[config.mk]
export PLATFORM = sky130hd
export DESIGN_NAME = uart_rx_errcap
export DESIGN_NICKNAME = d
export VERILOG_FILES = /design/src/rtl/uart_rx_errcap_pkg.sv /design/src/rtl/uart_rx_sync.sv /design/src/rtl/uart_rx_deframer.sv /design/src/rtl/uart_rx_break_det.sv /design/src/rtl/uart_rx_regs.sv /design/src/rtl/uart_rx_errcap.sv
export SDC_FILE = /design/constraint.sdc
export NUM_CORES = 1
export LEC_CHECK = 0
export BUFFER_PORTS_ARGS = -buffer_cell sky130_fd_sc_hd__buf_2
export CORE_UTILIZATION = 46
export CTS_CLUSTER_DIAMETER = 200
export DETAILED_ROUTE_END_ITERATION = 6
export HOLD_SLACK_MARGIN = 0.02
export PLACE_DENSITY = 0.78
export SETUP_SLACK_MARGIN = 0.05
export SLEW_MARGIN = 25
export SYNTH_ARGS = -nofsm -noshare
export SYNTH_HDL_FRONTEND = slang
export SYNTH_SLANG_ARGS = --single-unit
[constraint.sdc]
create_clock -name clk -period 4.2 [get_ports clk]
set_clock_uncertainty 0.15 [all_clocks]
set_input_delay 1.26 -clock clk [delete_from_list [all_inputs] [get_ports clk]]
set_output_delay 1.26 -clock clk [all_outputs]
set_load 0.05 [all_outputs]
[src/rtl/uart_rx_errcap_pkg.sv]
package uart_rx_errcap_pkg;

    localparam int           RX_OVS    = 16;
    localparam int           RX_DATA_W = 8;
    localparam int           RX_EN_W   = 4;
    localparam logic [3:0]   RX_EN_ON  = 4'd8;

    // Packed so that overrun lands at bit 0 and break at bit 3.
    typedef struct packed {
        logic brk;
        logic framing;
        logic parity;
        logic overrun;
    } rx_err_t;

    typedef enum logic [2:0] {
        RX_IDLE,
        RX_START,
        RX_DATA,
        RX_PARITY,
        RX_STOP,
        RX_WAIT_HIGH
    } rx_state_e;

    function automatic logic parity_wrong(input logic data_xor,
                                          input logic pbit,
                                          input logic odd);
        return (data_xor ^ pbit) != odd;
    endfunction

endpackage

[src/rtl/uart_rx_sync.sv]
module uart_rx_sync #(
    parameter int   STAGES    = 2,
    parameter logic RESET_VAL = 1'b1
) (
    input  logic clk,
    input  logic rst,
    input  logic async_in,
    output logic sync_out
);
    logic [STAGES-1:0] chain_q;

    always_ff @(posedge clk) begin
        if (rst)
            chain_q <= {STAGES{RESET_VAL}};
        else
            chain_q <= {chain_q[STAGES-2:0], async_in};
    end

    assign sync_out = chain_q[STAGES-1];
endmodule

[src/rtl/uart_rx_deframer.sv]
module uart_rx_deframer
    import uart_rx_errcap_pkg::*;
#(
    parameter int DATA_W = RX_DATA_W,
    parameter int OVS    = RX_OVS
) (
    input  logic              clk,
    input  logic              rst,
    input  logic              enable,
    input  logic              sub_tick,
    input  logic              rx_bit,
    input  logic              parity_en,
    input  logic              parity_odd,
    input  logic              hold_full,
    output logic              frame_done,
    output logic [DATA_W-1:0] frame_data,
    output logic              par_bad,
    output logic              stop_bad,
    output logic              overrun_hit
);
    localparam int               CNT_W = $clog2(OVS);
    localparam int               IDX_W = $clog2(DATA_W);
    localparam logic [CNT_W-1:0] MID   = CNT_W'(OVS / 2 - 1);
    localparam logic [CNT_W-1:0] LAST  = CNT_W'(OVS - 1);
    localparam logic [IDX_W-1:0] TOP   = IDX_W'(DATA_W - 1);

    rx_state_e         state_q;
    logic [CNT_W-1:0]  cnt_q;
    logic [IDX_W-1:0]  idx_q;
    logic [DATA_W-1:0] shift_q;
    logic              par_err_q;
    logic              at_mid, at_last;

    assign at_mid  = sub_tick && (cnt_q == MID);
    assign at_last = sub_tick && (cnt_q == LAST);

    always_ff @(posedge clk) begin
        if (rst || !enable) begin
            state_q   <= RX_IDLE;
            cnt_q     <= '0;
            idx_q     <= '0;
            par_err_q <= 1'b0;
            if (rst) shift_q <= '0;
        end else begin
            case (state_q)
                RX_IDLE: begin
                    cnt_q <= '0;
                    if (!rx_bit) state_q <= RX_START;
                end
                RX_START: begin
                    if (at_mid) begin
                        cnt_q     <= '0;
                        idx_q     <= '0;
                        par_err_q <= 1'b0;
                        state_q   <= rx_bit ? RX_IDLE : RX_DATA;
                    end else if (sub_tick) begin
                        cnt_q <= cnt_q + 1'b1;
                    end
                end
                RX_DATA: begin
                    if (at_last) begin
                        cnt_q   <= '0;
                        shift_q <= {rx_bit, shift_q[DATA_W-1:1]};
                        if (idx_q == TOP)
                            state_q <= parity_en ? RX_PARITY : RX_STOP;
                        else
                            idx_q <= idx_q + 1'b1;
                    end else if (sub_tick) begin
                        cnt_q <= cnt_q + 1'b1;
                    end
                end
                RX_PARITY: begin
                    if (at_last) begin
                        cnt_q     <= '0;
                        par_err_q <= parity_wrong(^shift_q, rx_bit, parity_odd);
                        state_q   <= RX_STOP;
                    end else if (sub_tick) begin
                        cnt_q <= cnt_q + 1'b1;
                    end
                end
                RX_STOP: begin
                    if (at_last) begin
                        cnt_q   <= '0;
                        state_q <= rx_bit ? RX_IDLE : RX_WAIT_HIGH;
                    end else if (sub_tick) begin
                        cnt_q <= cnt_q + 1'b1;
                    end
                end
                RX_WAIT_HIGH: begin
                    if (rx_bit) state_q <= RX_IDLE;
                end
                default: state_q <= RX_IDLE;
            endcase
        end
    end

    assign frame_done  = enable && (state_q == RX_STOP) && at_last;
    assign frame_data  = shift_q;
    assign par_bad     = parity_en && par_err_q;
    assign stop_bad    = !rx_bit;
    assign overrun_hit = enable && (state_q == RX_START) && at_mid
                         && !rx_bit && hold_full;
endmodule

[src/rtl/uart_rx_break_det.sv]
module uart_rx_break_det
    import uart_rx_errcap_pkg::*;
#(
    parameter int DATA_W = RX_DATA_W,
    parameter int OVS    = RX_OVS
) (
    input  logic clk,
    input  logic rst,
    input  logic enable,
    input  logic sub_tick,
    input  logic rx_bit,
    input  logic parity_en,
    output logic brk_hit
);
    localparam int LIM_NOPAR = OVS * (DATA_W + 2);
    localparam int LIM_PAR   = OVS * (DATA_W + 3);
    localparam int CW        = $clog2(LIM_PAR + 2);

    logic [CW-1:0] low_q;
    logic [CW-1:0] limit;

    assign limit = parity_en ? CW'(LIM_PAR) : CW'(LIM_NOPAR);

    always_ff @(posedge clk) begin
        if (rst || !enable || rx_bit)
            low_q <= '0;
        else if (sub_tick && (low_q <= limit))
            low_q <= low_q + 1'b1;
    end

    assign brk_hit = enable && !rx_bit && sub_tick && (low_q == limit);
endmodule

[src/rtl/uart_rx_regs.sv]
module uart_rx_regs
    import uart_rx_errcap_pkg::*;
#(
    parameter int DATA_W = RX_DATA_W,
    parameter int EN_W   = RX_EN_W
) (
    input  logic              clk,
    input  logic              rst,
    input  logic              en_wr,
    input  logic [EN_W-1:0]   en_wdata,
    input  logic              err_wr,
    input  logic [3:0]        err_wdata,
    input  rx_err_t           err_set,
    input  logic              frame_done,
    input  logic [DATA_W-1:0] frame_data,
    input  logic              rd_strobe,
    output logic [EN_W-1:0]   en_code,
    output logic              rx_enabled,
    output logic [3:0]        err_q,
    output logic [DATA_W-1:0] hold_data,
    output logic              hold_valid
);
    logic [3:0] clr_mask;

    assign clr_mask = err_wr ? err_wdata : 4'b0000;

    always_ff @(posedge clk) begin
        if (rst) begin
            en_code    <= '0;
            err_q      <= '0;
            hold_data  <= '0;
            hold_valid <= 1'b0;
        end else begin
            if (en_wr) en_code <= en_wdata;
            err_q <= (err_q & ~clr_mask) | err_set;
            if (frame_done) begin
                hold_data  <= frame_data;
                hold_valid <= 1'b1;
            end else if (rd_strobe) begin
                hold_valid <= 1'b0;
            end
        end
    end

    assign rx_enabled = (en_code == EN_W'(RX_EN_ON));
endmodule

[src/rtl/uart_rx_errcap.sv]
module uart_rx_errcap
    import uart_rx_errcap_pkg::*;
#(
    parameter int DATA_W = RX_DATA_W,
    parameter int OVS    = RX_OVS,
    parameter int EN_W   = RX_EN_W
) (
    input  logic              clk,
    input  logic              rst,
    input  logic              sub_tick,
    input  logic              rxd_in,
    input  logic              parity_en,
    input  logic              parity_odd,
    input  logic              en_wr,
    input  logic [EN_W-1:0]   en_wdata,
    output logic [EN_W-1:0]   en_rdata,
    input  logic              rd_strobe,
    output logic [DATA_W-1:0] rx_data,
    output logic              rx_valid,
    input  logic              err_wr,
    input  logic [3:0]        err_wdata,
    output logic [3:0]        err_flags
);
    logic              rx_bit;
    logic              rx_enabled;
    logic              frame_done;
    logic [DATA_W-1:0] frame_data;
    logic              par_bad, stop_bad, overrun_hit, brk_hit;
    rx_err_t           set_v;

    uart_rx_sync #(.STAGES(2), .RESET_VAL(1'b1)) u_sync (
        .clk(clk), .rst(rst), .async_in(rxd_in), .sync_out(rx_bit)
    );

    uart_rx_deframer #(.DATA_W(DATA_W), .OVS(OVS)) u_deframer (
        .clk(clk), .rst(rst), .enable(rx_enabled), .sub_tick(sub_tick),
        .rx_bit(rx_bit), .parity_en(parity_en), .parity_odd(parity_odd),
        .hold_full(rx_valid), .frame_done(frame_done),
        .frame_data(frame_data), .par_bad(par_bad), .stop_bad(stop_bad),
        .overrun_hit(overrun_hit)
    );

    uart_rx_break_det #(.DATA_W(DATA_W), .OVS(OVS)) u_break (
        .clk(clk), .rst(rst), .enable(rx_enabled), .sub_tick(sub_tick),
        .rx_bit(rx_bit), .parity_en(parity_en), .brk_hit(brk_hit)
    );

    always_comb begin
        set_v         = '0;
        set_v.overrun = overrun_hit;
        set_v.parity  = frame_done && par_bad;
        set_v.framing = frame_done && stop_bad;
        set_v.brk     = brk_hit;
    end

    uart_rx_regs #(.DATA_W(DATA_W), .EN_W(EN_W)) u_regs (
        .clk(clk), .rst(rst), .en_wr(en_wr), .en_wdata(en_wdata),
        .err_wr(err_wr), .err_wdata(err_wdata), .err_set(set_v),
        .frame_done(frame_done), .frame_data(frame_data),
        .rd_strobe(rd_strobe), .en_code(en_rdata), .rx_enabled(rx_enabled),
        .err_q(err_flags), .hold_data(rx_data), .hold_valid(rx_valid)
    );
endmodule

==> Word level (Yosys, flattened, before mapping) <==
Cells that the tools add are included.
{ "word_totals": {"word_cells": 101, "in_bits": 17, "register_bits": 46} }
{ "classes": {"bitwise_logic": 4, "n_eq_ne": 20, "magnitude_cmp": 1, "n_addsub": 3, "muxes": 30, "reduce_logical": 32} }
{ "op_table": {"columns": ["op", "n"], "rows": [
  ["$mux 3", 12],
  ["$mux 8", 4],
  ["$pmux 3 s6", 1],
  ["$mux 4", 4],
  ["$logic_and 1x1->1", 15],
  ["$pmux 4 s3", 1],
  ["$ne 2x1->1 const B", 5],
  ["$reduce_bool 2->1", 5],
  ["$eq 3x3->1 const B", 3],
  ["$add 8x1->8 const B", 1],
  ["$eq 4x4->1 const B", 2],
  ["$eq 8x8->1", 1],
  ["$le 8x8->1", 1],
  ["$ne 2x2->1 const B", 4],
  ["$reduce_xor 8->1", 1],
  ["$reduce_and 7->1", 1],
  ["$eq 3x2->1 const B", 2],
  ["$pmux 3 s2", 1],
  ["$reduce_and 3->1", 2],
  ["$mux 5", 1],
  ["$add 4x1->4 const B", 1],
  ["$and 4x4->4", 1],
  ["$eq 4x3->1 const B", 1],
  ["$mux 1", 4],
  ["other kinds (14)", 16]
]} }

==> Depth between registers and ports, before layout <==
Gate-level depths: netlist of run 1.
{ "logic_depth": {"depth_word": 6, "depth_mapped": 7, "ltp_nobuf": 7} }

==> By module <==
Synthesis of run 1 repeated with hierarchy kept, for this count alone.
{ "hier_totals": {"hier_cells": 251, "area_unflattened_um2": 2367.3} }
{ "by_module_without_submodules": {"columns": ["mod", "n_inst", "seq_area_each_um2", "cells_each", "area_per_inst_um2"], "rows": [
  ["uart_rx_deframer", 1, 460.4, 128, 1182.4],
  ["uart_rx_regs", 1, 340.3, 61, 629.4],
  ["uart_rx_break_det", 1, 160.2, 56, 490.5],
  ["uart_rx_sync", 1, 40.0, 4, 52.6],
  ["uart_rx_errcap", 1, 0.0, 2, 12.5]
]} }

==> Worst setup path after synthesis of run 1 <==
No wires, ideal clock.
{ "synth_timing": {"path_type": "in2reg", "startpoint": "input sub_tick", "endpoint": "register u_deframer.idx_q[0]", "setup_time_ps": 71, "n_path_buf": 1, "path_stages": 6, "t_required_ps": 3979, "t_arrival_ps": 2271, "slack_ps": 1708, "path_cell_list": "buf_4 -> nand3_1 -> nor2_2 -> nand2_1 -> or4_1 -> a21oi_1"} }
{ "synth_between": {"elab_chain_cells": 3} }
{ "synth_lines": {"columns": ["element", "line", "rtl"], "rows": [
  ["start, declared", "uart_rx_errcap.sv:10", "input logic sub_tick,"],
  ["$logic_and 1x1->1, on equally long branches", "uart_rx_deframer.sv:34, uart_rx_deframer.sv:35", null],
  ["$ne 2x1->1 (no source line)", null, null],
  ["$reduce_and 4->1 (no source line) *", null, null],
  ["end signal, assigned", "uart_rx_deframer.sv:67", "idx_q <= idx_q + 1'b1;"],
  ["end, declared", "uart_rx_deframer.sv:29", "logic [IDX_W-1:0] idx_q;"]
]} }
Mark *: on every way between the ends. The rest lies on a longest branch, timed or not.
A chain may end at the register's enable or synchronous reset.

==> Final worst setup path of run 1 <==
{ "layout_timing": {"startpoint": "input sub_tick", "endpoint": "register u_regs.hold_data[1]"} }
{ "layout_between": {"elab_chain_cells": 2} }
{ "layout_lines": {"columns": ["element", "line", "rtl"], "rows": [
  ["$logic_and 1x1->1", "uart_rx_deframer.sv:35", "assign at_last = sub_tick && (cnt_q == LAST);"],
  ["$logic_and 1x1->1", "uart_rx_deframer.sv:97", "assign frame_done = enable && (state_q == RX_STOP) && at_last;"],
  ["end signal, assigned", "uart_rx_regs.sv:37", "hold_data <= frame_data;"],
  ["end, declared", "uart_rx_regs.sv:20", "output logic [DATA_W-1:0] hold_data,"]
]} }
No other way between the ends.

==> flow_summary.json, run 1 <==
{
  "status": "finished, final reports clean",
  "yosysWarnings": 0,
  "hold_class": "flip-flop to flip-flop",
  "synth_mux_area_share_pct": 7.27,
  "finish.utilization_pct": 55.5,
  "power.density_nw_per_um2": 338,
  "clk_pin_slew_ps": 80,
  "cap_violations": 0,
  "die-height_um": 71.5,
  "ys_seq_area_share_pct": 45.1,
  "gp_congestion": 0.807,
  "critPathLaunchType": "input port",
  "cts_hold_buf": 0,
  "place_hpwl_um": 3190,
  "detail_route.vias_per_cell": 5.52,
  "cts_tree": "built",
  "ant_nets": 0,
  "syn_area_per_cell_um2": 9.65,
  "final_common_cell": "dfxtp_1",
  "vdd_drop_max_mv": 0.299,
  "yosysTopAreaCellShare_pct": 34.3,
  "worst_pin_slew_ps": 501,
  "wl_per_cell_um": 14.3,
  "slew-limit-headroom_pct": 66.5,
  "htree_levels": 2,
  "synth_seq_cells": 46,
  "power_leakage_nw": 1.04,
  "ff_latch_area_um2": 1000,
  "drt_iter0_markers": 80,
  "mostFrequentLayoutCells": "dfxtp_1 (38), nor2_1 (33), buf_2 (33)",
  "clock.fmax_ghz": 0.398,
  "cp.required_ps": 4220,
  "die-area_um2": 5110,
  "fill_cells": 411,
  "synth_xor_area_share_pct": 7.10,
  "vias": 1729,
  "setup-violations-final": 0,
  "yosys.area_share.adder_pct": 3.38,
  "cp-end-kind": "flip-flop",
  "die_w_um": 71.5,
  "port_buffers": 33,
  "synth_compound_area_share_pct": 11.0,
  "grt_first_pass_wirelength_um": 7580,
  "rows": 24,
  "cts_buffers": 5,
  "diodes": 0,
  "multi_input_area_um2": 1140,
  "finalSetupTns_ps": 0,
  "placed_cells": 305,
  "cts_setup_buffers": 0,
  "grt_pass1_vias": 1656,
  "rsz0062_at_grt": "false",
  "arrival_ps": 2540,
  "synth_top_cells_by_area": "dfxtp_1 (34%), edfxtp_1 (11%), mux2i_1 (6.8%)",
  "layoutNonFillerInstCount": 313,
  "clock_path_buffers": 2,
  "power_uw": 845,
  "critPathKind": "input port to flip-flop",
  "grt_usage_pct": 19.4,
  "synthCells": 230,
  "finalCriticalPeriod_ps": 2520,
  "synth_cell_type_count": 49,
  "synthesis.area_um2": 2220,
  "nNetsFinal": 283,
  "hold_viol": 0,
  "clk_latency_ps": 300,
  "synth_top_family_by_area": "simple AND/OR/NAND/NOR gates",
  "r2r_cells": 5,
  "antenna_found_initial": 0,
  "drc": 0,
  "synthSimpleGateAreaFrac_pct": 22.7,
  "syn_nets": 253,
  "period_share_pct": 59.9,
  "root_buffer": "clkbuf_8",
  "slew_violations": 0,
  "post_cts_resized": 0,
  "areaGrowthSynthToFinish_pct": 12.6,
  "drive_gt1_share_pct": 19.9,
  "ios": 34,
  "routed_wl_um": 4470,
  "hold_slack_ps": 263,
  "whs_path_depth": 1,
  "start_util_pct": 49.3,
  "clkSinkCount": 46,
  "dr.pass1.iters": 4,
  "critical_path_peak_fanout": 11,
  "core_um2": 4500,
  "grt_max_degree": 24,
  "synth_area_leader_cell": "dfxtp_1",
  "overflow": 0
}
## final cells by class
class,instances,share of cell area (%)
Timing Repair Buffer,33,6.61
Clock inverter,2,1.50
Clock buffer,6,2.90
Inverter,4,0.601
Multi-Input combinational cell,170,45.7
Sequential cell,46,40.1
Tap cell,52,2.60
## state kept, by name (all words and copies together), names as in the netlist
name / flops
u_deframer.state_q: 3
u_regs.hold_valid: 1
u_regs.err_q: 4
u_sync.chain_q: 2
u_regs.hold_data: 8
u_deframer.par_err_q: 1
u_regs.en_code: 4
u_break.low_q: 8
u_deframer.idx_q: 3
u_deframer.frame_data: 8
u_deframer.cnt_q: 4
## worst max-delay path, cell delays in order
cell and delay, ps:
buf_2 190, nand4_1 240, nor2_2 200, nand3_2 320, mux2i_1 260, nor2_1 60
## kinds of logic (layout without fill, tap and decap cells)
| logic type | count (synthesis) | after routing |
|---|---|---|
| mux | 16 | 16 |
| buf+inv | 14 | 45 |
| simple gates | 97 | 97 |
| flops | 46 | 46 |
| xor+xnor | 18 | 18 |
| compound gates | 33 | 33 |
| fa+ha+maj | 6 | 6 |
## routing by layer
layer	wire [um]	GRT usage, %	vias to the layer above
met5	0	0	-
met4	63	7.41	0
met3	199	4.50	7
met2	2180	31.9	45
met1	2030	24.9	816
li1	-	-	861
## power breakdown
group / total, mW / switching, mW / internal [mW]
clock: 0.325 / 0.148 / 0.177
combinational: 0.0588 / 0.0341 / 0.0247
sequential: 0.461 / 0.00699 / 0.454
total: 0.845 / 0.189 / 0.657
## worst paths after layout
kind / from / to / slack [ps]
setup / recovery: sub_tick / u_regs.hold_data[1] / 1680
hold / removal: u_sync.chain_q[0] / u_sync.chain_q[1] / 260
setup reg to reg: u_deframer.state_q[0] / u_deframer.state_q[0] / 2210
hold reg to reg: u_sync.chain_q[0] / u_sync.chain_q[1] / 260
## cell usage after synthesis, drive strengths merged
library cell and number:
o211ai 3, a211oi 2, o221ai 1, nand4 4, mux2 1, nor2b 1
nor3 3, clkbuf 3, nand3b 1, ha 6, a2bb2oi 3, and4 1
edfxtp 8, xor2 5, a41oi 1, dfxtp 38, a221oi 1, nor4b 2
o311ai 1, nor2 37, or2 2, a21o 3, nand2 15, a31o 1
nand2b 5, buf 7, and2b 1, or3 1, inv 4, o21ai 5
a22oi 1, or4b 1, nor3b 1, or4 1, a21oi 9, a31oi 1
mux2i 15, o211a 1, and3 4, and2 9, xnor2 13, nand3 8
## metrics by stage
stage,instance area (um2),setup WS (ps)
after floorplan,2220,1710
after global placement,2390,1420
after detailed placement,2390,1360
after CTS,2500,1700
after global routing,2500,1510
final,2500,1680
No activity file was read; power rests on OpenSTA's default activity.
==> inputs of run 2 (changes only) <==
Settings changed: ABC_AREA from default to 1.
Clock period 4.2 ns to 2.6 ns, I/O delays scaled along.
==> flow_summary.json, run 2 <==
{
  "met3_usage_pct": 6.05,
  "synthCells": 302,
  "cp-end-kind": "flip-flop",
  "critPathLaunch": "parity_en",
  "slew_violations": 0,
  "clk_pin_slew_ps": 90,
  "fill_cells": 445,
  "cts_tree": "built",
  "synth_area_leader_cell": "dfxtp_1",
  "critPathKind": "input port to flip-flop",
  "die_w_um": 71.6,
  "worst_pin_slew_ps": 418,
  "gp_congestion": 0.893,
  "yosysTopAreaCellShare_pct": 34.1,
  "arrival_ps": 2000,
  "setup-violations-final": 0,
  "synthesis.area_um2": 2230,
  "final_common_cell": "nand2_1",
  "cp-endpoint": "u_break.low_q[4]",
  "power_frac_comb_pct": 7.6,
  "cp.required_ps": 2640,
  "p_seq_share_pct": 53.3,
  "ys_top_cells_by_count": "nand2_1 (67), inv_1 (45), dfxtp_1 (38), nor2_1 (36), a21oi_1 (26)",
  "finalCriticalPeriod_ps": 1960,
  "path_cells": "buf_2 -> ha_1 -> nand2_1 -> nor2_1 -> nand4_1 -> nand2_1 -> inv_1 -> nand2_1 -> a21oi_1",
  "rows": 24,
  "whs_path_depth": 2,
  "r2r_cells": 9,
  "diodes": 0,
  "worstReg2RegEnd": "u_break.low_q[4]",
  "drc": 0,
  "hold_class": "flip-flop to flip-flop",
  "p_int_mw": 1.06,
  "clkSinkCount": 46,
  "synth-edff-count": 8,
  "nNetsFinal": 363,
  "power.density_nw_per_um2": 543,
  "die-height_um": 71.6,
  "critical_path_peak_fanout": 11,
  "wl_per_cell_um": 11.0,
  "switching_power_uw": 337,
  "status": "finished, final reports clean",
  "clock_path_buffers": 2,
  "path_common_cell": "nand2_1",
  "vias": 1948,
  "syn_nets": 325,
  "antenna_found_initial": 0,
  "overflow": 0,
  "synth_seq_cells": 46,
  "gr-usage-met2_pct": 29.7,
  "grt_pass1_vias": 1740,
  "detail_route.vias_per_cell": 4.96,
  "cts_setup_buffers": 0,
  "grt_max_degree": 18,
  "clkPwrFrac_pct": 39.1,
  "finalSetupTns_ps": 0,
  "cts_hold_buf": 0,
  "clk_latency_ps": 300,
  "synth_cell_type_count": 30,
  "synth.most_common_cell": "nand2_1",
  "r2r_slack_ps": 720,
  "clock.fmax_ghz": 0.509,
  "slew-limit-headroom_pct": 72.1,
  "cap_violations": 0,
  "met1_usage_pct": 23.0,
  "grt-busiest-layer": "met2",
  "grt_first_pass_wirelength_um": 7360,
  "root_buffer": "clkbuf_8",
  "syn_area_per_cell_um2": 7.39,
  "port_buffers": 33,
  "vdd_drop_max_mv": 0.346,
  "period_share_pct": 75.5,
  "yosysWarnings": 0,
  "place_hpwl_um": 3280,
  "critPathLaunchType": "input port",
  "ys_seq_area_share_pct": 44.9,
  "grt_usage_pct": 18.3,
  "slowest_delay_ps": 280,
  "mostFrequentLayoutCells": "nand2_1 (67), inv_1 (45), dfxtp_1 (38)",
  "critPathSlowestCell": "nand2_1",
  "ios": 34,
  "synth_ff_type": "dfxtp_1",
  "synth_top_cells_by_area": "dfxtp_1 (34%), nand2_1 (11%), edfxtp_1 (11%)",
  "post_cts_resized": 0,
  "hold_slack_ps": 290,
  "drive_gt1_share_pct": 16.4,
  "routed_wl_um": 4310,
  "rr_startpoint": "u_break.low_q[4]",
  "rsz0062_at_grt": "false",
  "die-area_um2": 5130,
  "async_reset_ff_share_pct": 0,
  "power_mw": 1.40,
  "sw_frac_of_total_pct": 24.1,
  "dr.pass1.iters": 4,
  "areaGrowthSynthToFinish_pct": 15.3,
  "power_leakage_nw": 1.12,
  "core_um2": 4500,
  "hold_viol": 0,
  "ant_nets": 0,
  "start_util_pct": 49.5,
  "htree_levels": 2,
  "drt_iter0_markers": 116,
  "cts_buffers": 5
}
[run 2: cell count changes in the layout (fill, tap and decap cells not counted), moves of 9 or more]
cell and delta:
nand2_1 +52, xnor2_1 -10, mux2i_1 -15, and2_1 -9, a21oi_1 +17, inv_1 +41, o21ai_0 +19
[run 2: logic make-up after synthesis]
family / after synthesis / share of synthesized area [%]
AO/OA/AOI/OAI: 57 / 13.9
XOR/XNOR: 9 / 3.53
adder cells (fa/ha/maj): 6 / 3.37
buffers and inverters: 50 / 8.52
flip-flops: 46 / 44.9
AND/OR/NAND/NOR: 134 / 25.9
[run 2: cell type report]
type	instances	area, um2	share of cell area, %
clock inverter	3	43.8	1.70
tap	52	65.1	2.53
sequential	46	1000	38.9
timing repair buffer	35	180	7.01
clock buffer	5	68.8	2.68
multi-input combinational	206	1040	40.4
inverter	46	173	6.72
[run 2: worst min path at each step]
stage,startpoint,end
final,u_regs.hold_data[3],u_regs.hold_data[3]
after global routing,u_regs.hold_data[3],u_regs.hold_data[3]
after CTS,u_sync.chain_q[0],u_sync.chain_q[1]
after detailed placement,u_sync.chain_q[0],u_sync.chain_q[1]
after global placement,u_sync.chain_q[0],u_sync.chain_q[1]
after floorplan,u_sync.chain_q[0],u_sync.chain_q[1]
[run 2: critical path, delay by kind of cell]
family / cells / cell delay [ps]
simple gates: 5 / 620
fa+ha+maj: 1 / 270
compound gates: 1 / 60
buf+inv: 2 / 280
[run 2: routing by layer]
layer / wire length (um) / share of wire (%)
met1: 2130 / 49
met2: 1940 / 45
met4: 25 / 0.58
met5: 0 / 0
met3: 212 / 4.9
[run 2: power by group through the flow]
stage / combinational, mW / clock [mW] / sequential, mW
final: 0.106 / 0.546 / 0.745
after global routing: 0.120 / 0.593 / 0.747
after CTS: 0.107 / 0.558 / 0.745
after detailed placement: 0.107 / 0 / 0.762
after global placement: 0.105 / 0 / 0.761
after floorplan: 0.0577 / 0 / 0.775
[run 2: stage by stage]
step	std cells	cell area [um2]	worst slack, ps	util, %
floorplan	302	2230	309	-
global placement	385	2460	382	54.6
detailed placement	385	2460	308	54.6
CTS	393	2570	653	57.1
global route	393	2570	479	57.1
finish	393	2570	636	57.1
